File: src/rtl/lancsr_pkg.sv
package lancsr_pkg;
  localparam int DW      = 16;
  localparam int NEV     = 7;
  localparam int RAP_W   = 2;
  localparam int B_ERR   = 15;
  localparam int B_STLO  = 8;
  localparam int B_INTR  = 7;
  localparam int B_INEA  = 6;
  localparam int B_RXON  = 5;
  localparam int B_TXON  = 4;
  localparam int B_TDMD  = 3;
  localparam int B_STOP  = 2;
  localparam int B_STRT  = 1;
  localparam int B_INIT  = 0;

  typedef enum logic {P_IDLE, P_HOLD} port_state_e;

  typedef struct packed {
    logic swap;
    logic latch_low;
    logic hold_mode;
  } cfg_t;
endpackage

File: src/rtl/csr_bus_port.sv
module csr_bus_port
  import lancsr_pkg::*;
(
  input  logic          clk,
  input  logic          rst_n,
  input  logic          sel,
  input  logic          strobe,
  input  logic [DW-1:0] rd_word,
  output logic          start,
  output logic          cycle_end,
  output logic          ready,
  output logic [DW-1:0] rdata
);
  port_state_e st_q;
  logic [DW-1:0] shadow_q;

  assign start     = (st_q == P_IDLE) && sel && strobe;
  assign cycle_end = (st_q == P_HOLD) && !strobe;
  assign ready     = (st_q == P_HOLD);
  assign rdata     = shadow_q;

  always_ff @(posedge clk or negedge rst_n) begin
    if (!rst_n) begin
      st_q     <= P_IDLE;
      shadow_q <= '0;
    end else begin
      if (start) begin
        st_q     <= P_HOLD;
        shadow_q <= rd_word;
      end else if (cycle_end) begin
        st_q <= P_IDLE;
      end
    end
  end

  a_r2_ready_after_start: assert property (@(posedge clk) disable iff (!rst_n)
    start |=> ready);
  a_r2_ready_released: assert property (@(posedge clk) disable iff (!rst_n)
    (ready && !strobe) |=> !ready);
  a_r7_shadow_steady: assert property (@(posedge clk) disable iff (!rst_n)
    (ready && $past(ready)) |-> $stable(rdata));
endmodule

File: src/rtl/csr0_core.sv
module csr0_core
  import lancsr_pkg::*;
(
  input  logic           clk,
  input  logic           rst_n,
  input  logic           wr_en,
  input  logic [DW-1:0]  wdata,
  input  logic [NEV-1:0] ev,
  input  logic           cycle_end,
  output logic [DW-1:0]  csr0,
  output logic           stop_fire,
  output logic           rst_req,
  output logic           irq
);
  logic [NEV-1:0] stat_q, stat_d;
  logic inea_q, inea_d, rx_q, rx_d, tx_q, tx_d, tdmd_q, tdmd_d;
  logic stop_q, stop_d, strt_q, strt_d, init_q, init_d;
  logic pend_q, pend_d, rst_q;
  logic err_w, intr_w;
  logic cmd_wr;

  assign stop_fire = cycle_end && pend_q;
  assign cmd_wr    = wr_en && !wdata[B_STOP];

  // per-flag write-one-to-clear with event priority
  for (genvar k = 0; k < NEV; k++) begin : g_flag
    always_comb begin
      stat_d[k] = stat_q[k];
      if (cmd_wr && wdata[B_STLO+k]) stat_d[k] = 1'b0;
      if (ev[k])                     stat_d[k] = 1'b1;
      if (stop_fire)                 stat_d[k] = 1'b0;
    end
  end

  always_comb begin
    inea_d = inea_q;
    rx_d   = rx_q;
    tx_d   = tx_q;
    tdmd_d = tdmd_q;
    stop_d = stop_q;
    strt_d = strt_q;
    init_d = init_q;
    pend_d = pend_q;
    if (wr_en && wdata[B_STOP]) begin
      if (!stop_q) pend_d = 1'b1;
    end else if (cmd_wr) begin
      inea_d = wdata[B_INEA];
      if (wdata[B_INIT]) begin
        init_d = 1'b1;
        stop_d = 1'b0;
      end
      if (wdata[B_STRT]) begin
        strt_d = 1'b1;
        rx_d   = 1'b1;
        tx_d   = 1'b1;
        stop_d = 1'b0;
      end
      if (wdata[B_TDMD]) tdmd_d = 1'b1;
    end
    if (stop_fire) begin
      inea_d = 1'b0;
      rx_d   = 1'b0;
      tx_d   = 1'b0;
      tdmd_d = 1'b0;
      strt_d = 1'b0;
      init_d = 1'b0;
      stop_d = 1'b1;
      pend_d = 1'b0;
    end
  end

  always_ff @(posedge clk or negedge rst_n) begin
    if (!rst_n) begin
      stat_q <= '0;
      inea_q <= 1'b0;
      rx_q   <= 1'b0;
      tx_q   <= 1'b0;
      tdmd_q <= 1'b0;
      stop_q <= 1'b1;
      strt_q <= 1'b0;
      init_q <= 1'b0;
      pend_q <= 1'b0;
      rst_q  <= 1'b0;
    end else begin
      stat_q <= stat_d;
      inea_q <= inea_d;
      rx_q   <= rx_d;
      tx_q   <= tx_d;
      tdmd_q <= tdmd_d;
      stop_q <= stop_d;
      strt_q <= strt_d;
      init_q <= init_d;
      pend_q <= pend_d;
      rst_q  <= stop_fire;
    end
  end

  // stat_q[6]=babble .. [3]=memory error; collision (5) is not an interrupt source
  assign err_w  = |stat_q[NEV-1:NEV-4];
  assign intr_w = stat_q[6] | (|stat_q[4:0]);
  assign csr0   = {err_w, stat_q, intr_w, inea_q, rx_q, tx_q, tdmd_q, stop_q, strt_q, init_q};
  assign irq    = intr_w && inea_q;
  assign rst_req = rst_q;

  a_r10_irq_gated: assert property (@(posedge clk) disable iff (!rst_n)
    irq |-> (csr0[B_INEA] && csr0[B_INTR]));
  a_r4_latch_only_when_running: assert property (@(posedge clk) disable iff (!rst_n)
    $rose(pend_q) |-> !stop_q);
  a_r9_event_lands: assert property (@(posedge clk) disable iff (!rst_n)
    ((|ev) && !stop_fire) |=> ((stat_q & $past(ev)) == $past(ev)));
endmodule

File: src/rtl/csr_cfg_regs.sv
module csr_cfg_regs
  import lancsr_pkg::*;
#(
  parameter int HI_W = 8
) (
  input  logic             clk,
  input  logic             rst_n,
  input  logic             wr_ptr,
  input  logic             wr_reg,
  input  logic [DW-1:0]    wdata,
  input  logic             stop_fire,
  output logic [RAP_W-1:0] rap,
  output logic [DW-1:0]    lo_q,
  output logic [HI_W-1:0]  hi_q,
  output cfg_t             cfg_q
);
  always_ff @(posedge clk or negedge rst_n) begin
    if (!rst_n) begin
      rap   <= '0;
      lo_q  <= '0;
      hi_q  <= '0;
      cfg_q <= '0;
    end else begin
      if (wr_ptr) rap <= wdata[RAP_W-1:0];
      if (wr_reg) begin
        case (rap)
          2'd1:    lo_q  <= wdata;
          2'd2:    hi_q  <= wdata[HI_W-1:0];
          2'd3:    cfg_q <= cfg_t'(wdata[2:0]);
          default: ;
        endcase
      end
      if (stop_fire) cfg_q <= '0;
    end
  end

  a_r5_addr_kept: assert property (@(posedge clk) disable iff (!rst_n)
    stop_fire |=> ($stable(lo_q) && $stable(hi_q)));
  a_r6_cfg_zeroed: assert property (@(posedge clk) disable iff (!rst_n)
    stop_fire |=> (cfg_q == '0));
endmodule

File: src/rtl/lan_csr_port.sv
module lan_csr_port
  import lancsr_pkg::*;
#(
  parameter int HI_W = 8
) (
  input  logic            clk,
  input  logic            rst_n,
  input  logic            bus_sel,
  input  logic            bus_strobe,
  input  logic            bus_wr,
  input  logic            bus_addr,
  input  logic [15:0]     bus_wdata,
  output logic [15:0]     bus_rdata,
  output logic            bus_ready,
  input  logic [6:0]      ev_pulse,
  output logic            irq,
  output logic            core_rst,
  output logic [15:0]     init_lo,
  output logic [HI_W-1:0] init_hi,
  output logic            cfg_swap,
  output logic            cfg_latch_low,
  output logic            cfg_hold_mode,
  output logic            ctl_init,
  output logic            ctl_strt,
  output logic            ctl_tdmd,
  output logic            ctl_stop
);
  logic start, cycle_end, stop_fire;
  logic wr_ptr, wr_reg, wr_c0;
  logic [DW-1:0] rd_word, csr0;
  logic [RAP_W-1:0] rap;
  cfg_t cfg;

  assign wr_ptr = start && bus_wr && bus_addr;
  assign wr_reg = start && bus_wr && !bus_addr;
  assign wr_c0  = wr_reg && (rap == '0);

  always_comb begin
    if (bus_addr) rd_word = DW'(rap);
    else begin
      case (rap)
        2'd0:    rd_word = csr0;
        2'd1:    rd_word = init_lo;
        2'd2:    rd_word = DW'(init_hi);
        default: rd_word = DW'(cfg);
      endcase
    end
  end

  csr_bus_port u_port (
    .clk(clk), .rst_n(rst_n), .sel(bus_sel), .strobe(bus_strobe),
    .rd_word(rd_word), .start(start), .cycle_end(cycle_end),
    .ready(bus_ready), .rdata(bus_rdata)
  );

  csr0_core u_c0 (
    .clk(clk), .rst_n(rst_n), .wr_en(wr_c0), .wdata(bus_wdata),
    .ev(ev_pulse), .cycle_end(cycle_end), .csr0(csr0),
    .stop_fire(stop_fire), .rst_req(core_rst), .irq(irq)
  );

  csr_cfg_regs #(.HI_W(HI_W)) u_cfg (
    .clk(clk), .rst_n(rst_n), .wr_ptr(wr_ptr), .wr_reg(wr_reg),
    .wdata(bus_wdata), .stop_fire(stop_fire), .rap(rap),
    .lo_q(init_lo), .hi_q(init_hi), .cfg_q(cfg)
  );

  assign cfg_swap      = cfg.swap;
  assign cfg_latch_low = cfg.latch_low;
  assign cfg_hold_mode = cfg.hold_mode;
  assign ctl_init      = csr0[B_INIT];
  assign ctl_strt      = csr0[B_STRT];
  assign ctl_tdmd      = csr0[B_TDMD];
  assign ctl_stop      = csr0[B_STOP];

  a_r3_reset_outside_cycle: assert property (@(posedge clk) disable iff (!rst_n)
    core_rst |-> !bus_ready);
endmodule

File: config.mk
export PLATFORM = sky130hd
export DESIGN_NAME = lan_csr_port
export DESIGN_NICKNAME = d
export VERILOG_FILES = /design/src/rtl/lancsr_pkg.sv /design/src/rtl/csr_bus_port.sv /design/src/rtl/csr0_core.sv /design/src/rtl/csr_cfg_regs.sv /design/src/rtl/lan_csr_port.sv
export SDC_FILE = /design/constraint.sdc
export NUM_CORES = 1
export LEC_CHECK = 0
export ABC_AREA = 1
export BUFFER_PORTS_ARGS = -buffer_cell sky130_fd_sc_hd__clkbuf_2
export CORE_UTILIZATION = 55
export CTS_CLUSTER_DIAMETER = 60
export DETAILED_ROUTE_END_ITERATION = 7
export PLACE_DENSITY = 0.84
export SLEW_MARGIN = 20
export SYNTH_ARGS = -nofsm -noshare
export SYNTH_HDL_FRONTEND = slang
export SYNTH_SLANG_ARGS = --single-unit
File: constraint.sdc
create_clock -name clk -period 2.6 [get_ports clk]
set_clock_uncertainty 0.2 [all_clocks]
set_input_delay 0 -clock clk [delete_from_list [all_inputs] [get_ports clk]]
set_output_delay 0 -clock clk [all_outputs]
set_load 0.01 [all_outputs]
==> metrics.csv, run 1 <==
metric;value;unit
status;finished clean;
diodes;0;
htreeDepth;3;
cts_buffer_depth;2;
pre_cts_ws;0.631;ns
dieArea;5400;sq um
first_pass_iters;6;
insertion_delay;0.32;ns
drive_above_1_share;0.292;
p_per_area;809;nW/um^2
arrival;2.49;ns
drt_iter0_drc;427;
antenna_found_initial;0;
fin_ws;0.122;ns
clkTransAtPathRegs;0.07;ns
vias_per_cell;5.62;
fin_crit;2.48;ns
dieHeight;73.5;um
end_kind;flop;
grt-ovfl-total;0;
layout_common_cells;nand2_1 (84), clkbuf_2 (78), dfrtp_1 (59);
netlist_area;2810;sq um
post_drt_wl_per_cell;16.7;um
start_util;0.583;
synth_cell_types;30;
grt_usage;0.328;
cts_sinks;60;
synth_seq_cells;60;
hpwlAfterDp;4740;um
synthCells;305;
yosysWarnings;0;
drtAntennaViolNets;0;
area_delta_synth_final;38.0;%
die_x;73.5;um
cts_root_buf;clkbuf_8;
ys_seq_area_frac;0.535;
place_area;3200;sq um
cts_tree;yes;
fin_nets;462;
hp-class;input pin to async pin;
ff2ff_setup_slack;0.12;ns
postSynthAreaPerCell;9.21;sq um
core_area;4820;sq um
grt_pass1_vias;2695;
totalWireLength;8420;um
cts_buffers;9;
hold_violations;0;
dp.cells;441;
drcViolationCount;0;
tns;0;ns
power.ir.vdd_worst;0.615;mV
max_freq;404;MHz
crit_fanout;12;
min_period_over_period;0.953;
grt_pass1_wl;13100;um
vias;2839;
num_rows;25;
layout_commonest_cell;nand2_1;
crit_type;flop to flop;
io_pins;79;
setup_viol;0;
grt_max_degree;61;
fin_cells;505;
io_buffers;78;
gp_routability_congestion;0.856;
required;2.61;ns
maxCapViolCount;0;
utilization;0.805;
whs;0.170;ns
slew-limit-headroom;0.502;
stdcell_area;3880;sq um
syn_nets;334;
worst_pin_slew;0.747;ns
p_leak;2.02;nW
cp-start-kind;flop;
grt_setup_unrepaired;no;
drv_slew;0;
finalPower;3.14;mW
## per-layer routing
metal,global-route usage,vias to the layer above,wire length (um)
met5,0,-,0
met1,0.431,1345,3320
li1,-,1265,-
met4,0.169,0,352
met2,0.527,193,4090
met3,0.0535,36,657
## kinds of logic after synthesis
family	count (synthesis)	synth area share
buf+inv	48	0.0828
compound gates	68	0.158
simple gates	129	0.225
flops	60	0.535
## flip-flops by register name, summed over array words and instances (netlist names)
register / flops
u_port.rdata: 16
u_cfg.cfg_q: 3
u_c0.pend_q: 1
u_cfg.lo_q: 16
u_c0.inea_q: 1
u_c0.init_q: 1
u_c0.stat_q: 7
u_port.ready: 1
u_cfg.rap: 2
u_c0.stop_q: 1
u_cfg.hi_q: 8
u_c0.rst_req: 1
u_c0.tdmd_q: 1
u_c0.rx_q: 1
## report_power, final
group	leakage, nW	internal [mW]	switching [mW]
logic	1.16	0.399	0.580
clock network	0.0937	0.425	0.359
registers	0.765	1.17	0.203
total	2.02	1.99	1.14
## final cells by class
cell class / count / area [sq um]
clock buffers: 15 / 176
clock inverters: 1 / 5.00
fillers: 306 / 941
inverters: 37 / 143
multi-input cells: 197 / 1080
flip-flops and latches: 60 / 1500
well taps: 67 / 83.8
repair buffers: 128 / 883
## cells in the mapped netlist, drive strengths merged
library cell  count  share of area
nand3            21          0.039
nand2            89           0.13
o211ai            2         0.0053
nand4            10          0.028
nor2              6          0.023
buf               9          0.030
nor3              3         0.0071
a22o              8          0.025
inv              37          0.049
o21bai            2         0.0053
dfstp             1         0.0094
o21ai            39          0.091
a22oi             1         0.0027
dfrtp            59           0.53
a21oi            16          0.029
clkbuf            2         0.0031
## what timing repair did
item,CTS,global route
setup endpoints to repair,0,11
hold buffers,47,1
buffers inserted,0,1
endpoints found under the hold margin,100,1
resized for setup,0,4
## path summary, 6_finish.rpt
path,cells after the start,start,end
max,8,u_cfg.rap[0]$_DFFE_PN0P_,u_c0.stat_q[5]$_DFFE_PN0P_
min,3,rst_n,u_cfg.lo_q[5]$_DFFE_PN0P_
max reg2reg,8,u_cfg.rap[0]$_DFFE_PN0P_,u_c0.stat_q[5]$_DFFE_PN0P_
min reg2reg,2,u_port.rdata[7]$_DFFE_PN0N_,u_port.rdata[7]$_DFFE_PN0N_
max in group asynchronous,3,rst_n,u_cfg.lo_q[10]$_DFFE_PN0P_
min in group clk,2,u_port.rdata[7]$_DFFE_PN0N_,u_port.rdata[7]$_DFFE_PN0N_
## worst max-delay path: stages (launching register included)
cell and delay, ns:
dfrtp_1 0.46, inv_2 0.14, nand2_2 0.21, clkinvlp_4 0.12
buf_4 0.20, nand4_1 0.19, nand2_1 0.17, a21oi_1 0.09
dlygate4sd3_1 0.57
No activity file was read; power rests on OpenSTA's default activity.
==> run 2: changes to the inputs <==
CORE_UTILIZATION = 50   (was 55)
PLACE_DENSITY = 0.77   (was 0.84)
==> metrics.csv, run 2 (synthesis gave the netlist of run 1 again) <==
metric;value;unit;change
tns;0;ns;unchanged
layout_common_cells;nand2_1 (84), clkbuf_2 (78), dfrtp_1 (59);;
io_pins;79;;unchanged
drv_slew;0;;unchanged
cp-start-kind;flop;;
intPower;2.03;mW;+1.6%
slew-limit-headroom;0.453;;-0.0488
layout_commonest_cell;nand2_1;;
crit_fanout;12;;unchanged
dieArea;5920;sq um;+9.7%
required;2.67;ns;+0.06 ns
cts_buffers;9;;unchanged
worst_pin_slew;0.818;ns;+0.0705 ns
grt_usage;0.303;;-0.0251
hold_violations;0;;unchanged
fin_nets;461;;-0.22%
totalWireLength;8250;um;-2.1%
p_clk_frac;0.257;;+0.007
num_rows;26;;+4.0%
end_kind;flop;;
start_util;0.533;;-0.0501
antenna_found_initial;0;;unchanged
p_sw_frac;0.356;;-0.00846
first_pass_iters;4;;-2
drcViolationCount;0;;unchanged
cpMaxStageDelayCell;dlygate4sd3_1;;
post_drt_wl_per_cell;16.3;um;-2.3%
fin_crit;2.39;ns;-0.0852 ns
cts_buffer_depth;2;;unchanged
dieHeight;77.0;um;+4.7%
gp_routability_congestion;0.866;;+1.2%
switchingPower;1.12;mW;-2.0%
p_seq_frac;0.435;;-0.003
utilization;0.734;;-0.0711
cts_tree;yes;;
status;finished clean;;
drt_iter0_drc;288;;-33%
fillers;390;;+27%
drtAntennaViolNets;0;;unchanged
maxCapViolCount;0;;unchanged
core_area;5270;sq um;+9.4%
crit_chain;inv_2 > nand2_2 > clkinvlp_4 > nand4_1 > nand2_1 > a21oi_1 > dlygate4sd3_1;;
clkTransAtPathRegs;0.06;ns;about the same
drive_above_1_share;0.289;;-0.00325
critPathMaxStageDelay;0.56;ns;about the same
setup_viol;0;;unchanged
cts_root_buf;clkbuf_8;;
io_buffers;78;;unchanged
worst-path-buf-inv;3;;-1
htreeDepth;3;;unchanged
cts_sinks;60;;unchanged
grt_pass1_vias;2715;;+0.74%
diodes;0;;unchanged
grt_pass1_wl;13400;um;+2.8%
vias;2723;;-4.1%
die_x;77.0;um;+4.7%
max_freq;418;MHz;+3.6%
arrival;2.47;ns;-0.02 ns
p_per_area;814;nW/um^2;+0.56%
grt_setup_unrepaired;no;;
hpwlAfterDp;4970;um;+4.7%
p_leak;2.02;nW;-0.17%
reg2reg_from;u_cfg.rap[1]$_DFFE_PN0P_;;
vias_per_cell;5.38;;-4.3%
power.ir.vdd_worst;0.427;mV;-31%
crit_type;flop to flop;;
critical_path.top_delay_family;buffers and inverters;;
p_comb_frac;0.307;;-0.005
insertion_delay;0.34;ns;+0.02 ns
grt-ovfl-total;0;;unchanged
hp-class;input pin to async pin;;
ff2ff_setup_slack;0.21;ns;+0.09 ns
area_delta_synth_final;37.6;%;
reg2reg_depth;7;;-1
reg2reg_to;u_c0.stat_q[2]$_DFFE_PN0P_;;
grt_max_degree;25;;-59%
min_period_over_period;0.920;;-0.0328
[run 2: cell types whose count changed in the layout (fill, tap and decap cells not counted)]
cell | before | now
bufinv_16 | 0 | 1
clkbuf_8 | 12 | 10
dlygate4sd3_1 | 47 | 46
inv_1 | 33 | 34
inv_2 | 3 | 2
nor3_2 | 0 | 1
nor3_4 | 1 | 0
[run 2: timing repair]
item / 4_1_cts / 5_1_grt
hold endpoints to repair: 105 / 0
setup buffers: 0 / 0
hold buffers: 46 / 0
endpoints found under the setup margin: 0 / 8
gates resized for setup: 0 / 2
[run 2: how the worst max path moves through the flow]
stage                                              to                startpoint  depth (start not counted)
after detailed placement  u_port.rdata[1]$_DFFE_PN0N_  u_cfg.rap[1]$_DFFE_PN0P_                          7
after global placement    u_port.rdata[1]$_DFFE_PN0N_  u_cfg.rap[0]$_DFFE_PN0P_                          7
after floorplan             u_cfg.hi_q[6]$_DFFE_PN0P_  u_port.ready$_DFFE_PN0P_                          7
after global routing       u_c0.stat_q[2]$_DFFE_PN0P_  u_cfg.rap[0]$_DFFE_PN0P_                          7
after CTS                     u_c0.tdmd_q$_DFFE_PN0P_  u_cfg.rap[1]$_DFFE_PN0P_                          8
final                      u_c0.stat_q[2]$_DFFE_PN0P_  u_cfg.rap[1]$_DFFE_PN0P_                          7
[run 2: final cells by class]
type | instances | area, sq um | area share
sequential | 60 | 1500 | 0.389
multi-input combinational | 197 | 1080 | 0.278
timing repair buffer | 127 | 873 | 0.226
clock buffer | 13 | 149 | 0.0385
inverter | 37 | 143 | 0.0369
tap | 70 | 87.6 | 0.0227
clock inverter | 2 | 35.0 | 0.00906
[run 2: power groups by stage]
stage	combinational [mW]	sequential (mW)	clock, mW
6_report	0.967	1.37	0.810
2_1_floorplan	0.449	1.42	0
3_3_place_gp	0.849	1.37	0
3_5_place_dp	0.867	1.38	0
5_1_grt	1.07	1.39	0.855
4_1_cts	0.932	1.36	0.806
[run 2: routing by layer]
layer	up-vias	global-route usage	wire (um)	share of wire
met5	-	0	0	0
met2	136	0.493	4070	0.49
met1	1301	0.376	3340	0.41
li1	1257	-	-	-
met4	0	0.175	307	0.037
met3	29	0.0595	530	0.064
[run 2: through the flow]
stage	area (sq um)	std cells	hold WS, ns	worst slack [ns]	power [mW]
after detailed placement	3220	445	-0.209	0.628	2.24
after floorplan	2810	305	-0.496	1.07	1.87
final	3870	506	0.0166	0.207	3.15
after global routing	3870	506	0.0232	0.104	3.32
after CTS	3860	506	0.0180	0.135	3.10
after global placement	3220	445	-0.213	0.735	2.22
==> run 3: changes to the inputs <==
ABC_AREA = 0   (was 1)
==> metrics.csv, run 3 <==
metric;value;unit;change
status;finished clean;;
cts_buffer_depth;2;;unchanged
cts_buffers;9;;unchanged
required;2.67;ns;about the same
htreeDepth;3;;unchanged
hp-class;input pin to async pin;;
grt_pass1_wl;10500;um;-22%
totalWireLength;6820;um;-17%
synthCells;225;;-26%
diodes;0;;unchanged
grt_pass1_vias;2129;;-22%
area_delta_synth_final;35.3;%;
synth_top_area_frac;0.542;;+0.0159
io_buffers;78;;unchanged
start_util;0.527;;-0.00591
worst-path-buf-inv;1;;-2
yosysMostFrequentCell;dfrtp_1;;
fin_crit;2.44;ns;+0.0521 ns
tns;0;ns;unchanged
seqCellArea;1500;sq um;about the same
synthTopCellsByArea;dfrtp_1 (54%), mux2_1 (10%), mux2i_1 (6.2%);;
fillers;348;;-11%
critPathMaxStageDelay;0.63;ns;+0.07 ns
slew-limit-headroom;0.645;;+0.192
grt_setup_unrepaired;no;;
synth_edf_count;0;;unchanged
worst_pin_slew;0.533;ns;-0.285 ns
cts_sinks;60;;unchanged
dieHeight;75.8;um;-1.4%
met2_usage;0.375;;-0.118
post-synth-top-area-cell;dfrtp_1;;
netlist_area;2730;sq um;-2.9%
clkTransAtPathRegs;0.06;ns;about the same
setup_viol;0;;unchanged
drive_above_1_share;0.319;;+0.0297
postSynthAreaPerCell;12.1;sq um;+32%
max_freq;409;MHz;-2.1%
synth_seq_cells;60;;unchanged
io_pins;79;;unchanged
syn_nets;254;;-24%
min_period_over_period;0.940;;+0.0200
synth_ff_type;dfrtp_1;;
async_reset_ff_frac;1.00;;unchanged
grt-ovfl-total;0;;unchanged
busiest_layer;met2;;
dieArea;5750;sq um;-2.9%
crit_chain;or4_4 > or2_4 > o21ai_1 > dlygate4sd3_1;;
p_leak;1.82;nW;-9.5%
cp-start-kind;flop;;
post_drt_wl_per_cell;16.6;um;+1.6%
antenna_found_initial;0;;unchanged
vias_per_cell;5.45;;+1.3%
hold_violations;0;;unchanged
end_kind;flop;;
synth_common_cells;dfrtp_1 (59), mux2_1 (25), nand2_1 (23), mux2i_1 (17), inv_1 (12);;
p_per_area;766;nW/um^2;-5.8%
layout_common_cells;clkbuf_2 (78), dfrtp_1 (58), dlygate4sd3_1 (32);;
place_area;3190;sq um;-0.89%
drt_iter0_drc;119;;-59%
die_x;75.8;um;-1.4%
use_met1;0.359;;-0.0171
multi_input_area;1120;sq um;+4.5%
cts_root_buf;clkbuf_8;;
maxCapViolCount;0;;unchanged
hpwlAfterDp;4630;um;-6.8%
yosysWarnings;0;;unchanged
cts_tree;yes;;
synth_cell_types;46;;+53%
drtAntennaViolNets;0;;unchanged
ys_seq_area_frac;0.551;;+0.0162
num_rows;26;;unchanged
layout_commonest_cell;clkbuf_2;;
insertion_delay;0.33;ns;about the same
critical_path.top_delay_family;simple AND/OR/NAND/NOR gates;;
crit_type;flop to flop;;
drv_slew;0;;unchanged
crit_fanout;17;;+5
grt_usage;0.256;;-0.0473
core_area;5170;sq um;-1.9%
fin_nets;368;;-20%
power.ir.vdd_worst;0.374;mV;-13%
first_pass_iters;4;;unchanged
arrival;2.51;ns;+0.04 ns
stdcell_area;3690;sq um;-4.6%
grt_max_degree;31;;+24%
drcViolationCount;0;;unchanged
gp_routability_congestion;0.820;;-5.4%
cpMaxStageDelayCell;or4_4;;
vias;2247;;-17%
use_met3;0.0635;;+0.00397
==> run 3: cells by family after synthesis <==
logic type	share of synthesized area
multiplexers	0.182
buffers and inverters	0.0381
flip-flops	0.551
AO/OA/AOI/OAI	0.131
AND/OR/NAND/NOR	0.0973
==> run 3: power breakdown <==
| part | switching [mW] | total (mW) | internal [mW] |
|---|---|---|---|
| Combinational | 0.377 | 0.756 | 0.379 |
| Clock | 0.330 | 0.740 | 0.410 |
| Sequential | 0.194 | 1.33 | 1.14 |
| Total | 0.901 | 2.83 | 1.92 |
==> run 3: routing by layer <==
layer / share of wire / vias up / routed length [um]
li1: - / 1050 / -
met1: 0.46 / 1114 / 3130
met2: 0.47 / 74 / 3240
met3: 0.048 / 9 / 328
met4: 0.019 / 0 / 127
met5: 0 / - / 0
==> run 3: worst paths after layout <==
| kind | startpoint | endpoint | slack (ns) | cells after the start |
|---|---|---|---|---|
| setup / recovery | u_cfg.rap[1]$_DFFE_PN0P_ | u_c0.inea_q$_DFFE_PN0P_ | 0.16 | 4 |
| hold / removal | rst_n | u_c0.stat_q[1]$_DFFE_PN0P_ | 0.05 | 3 |
| setup reg to reg | u_cfg.rap[1]$_DFFE_PN0P_ | u_c0.inea_q$_DFFE_PN0P_ | 0.16 | 4 |
| hold reg to reg | u_port.rdata[8]$_DFFE_PN0N_ | u_port.rdata[8]$_DFFE_PN0N_ | 0.28 | 2 |
| max in group asynchronous | rst_n | u_cfg.lo_q[9]$_DFFE_PN0P_ | 1.74 | 3 |
| min in group clk | bus_wdata[4] | u_cfg.hi_q[4]$_DFFE_PN0P_ | 0.24 | 3 |
==> run 3: tightest hold or removal path, delay by kind of cell <==
kind | cells | cell delay [ns]
buffers and inverters | 3 | 0.98
==> run 3: final cells by class <==
cell class / instances / share of cell area
inverters: 13 / 0.0132
well taps: 70 / 0.0237
multi-input cells: 140 / 0.305
clock inverters: 2 / 0.00271
clock buffers: 12 / 0.0448
repair buffers: 115 / 0.203
flip-flops and latches: 60 / 0.408
==> run 3: stage by stage <==
step	util	total power, mW	hold slack, ns	setup WS (ns)	cells
detailed placement	0.616	2.04	-0.402	0.501	366
CTS	0.712	2.84	0.0388	0.0812	412
global route	0.713	2.98	0.0854	0.0646	412
finish	0.713	2.83	0.0483	0.155	412
floorplan	-	1.72	-0.496	0.812	225
global placement	0.616	2.02	-0.404	0.517	366
==> run 3: timing repair <==
item,4_1_cts,5_1_grt
gates resized for setup,0,2
hold buffers,32,0
endpoints found under the hold margin,108,0
setup buffers,0,0
setup endpoints to repair,0,7
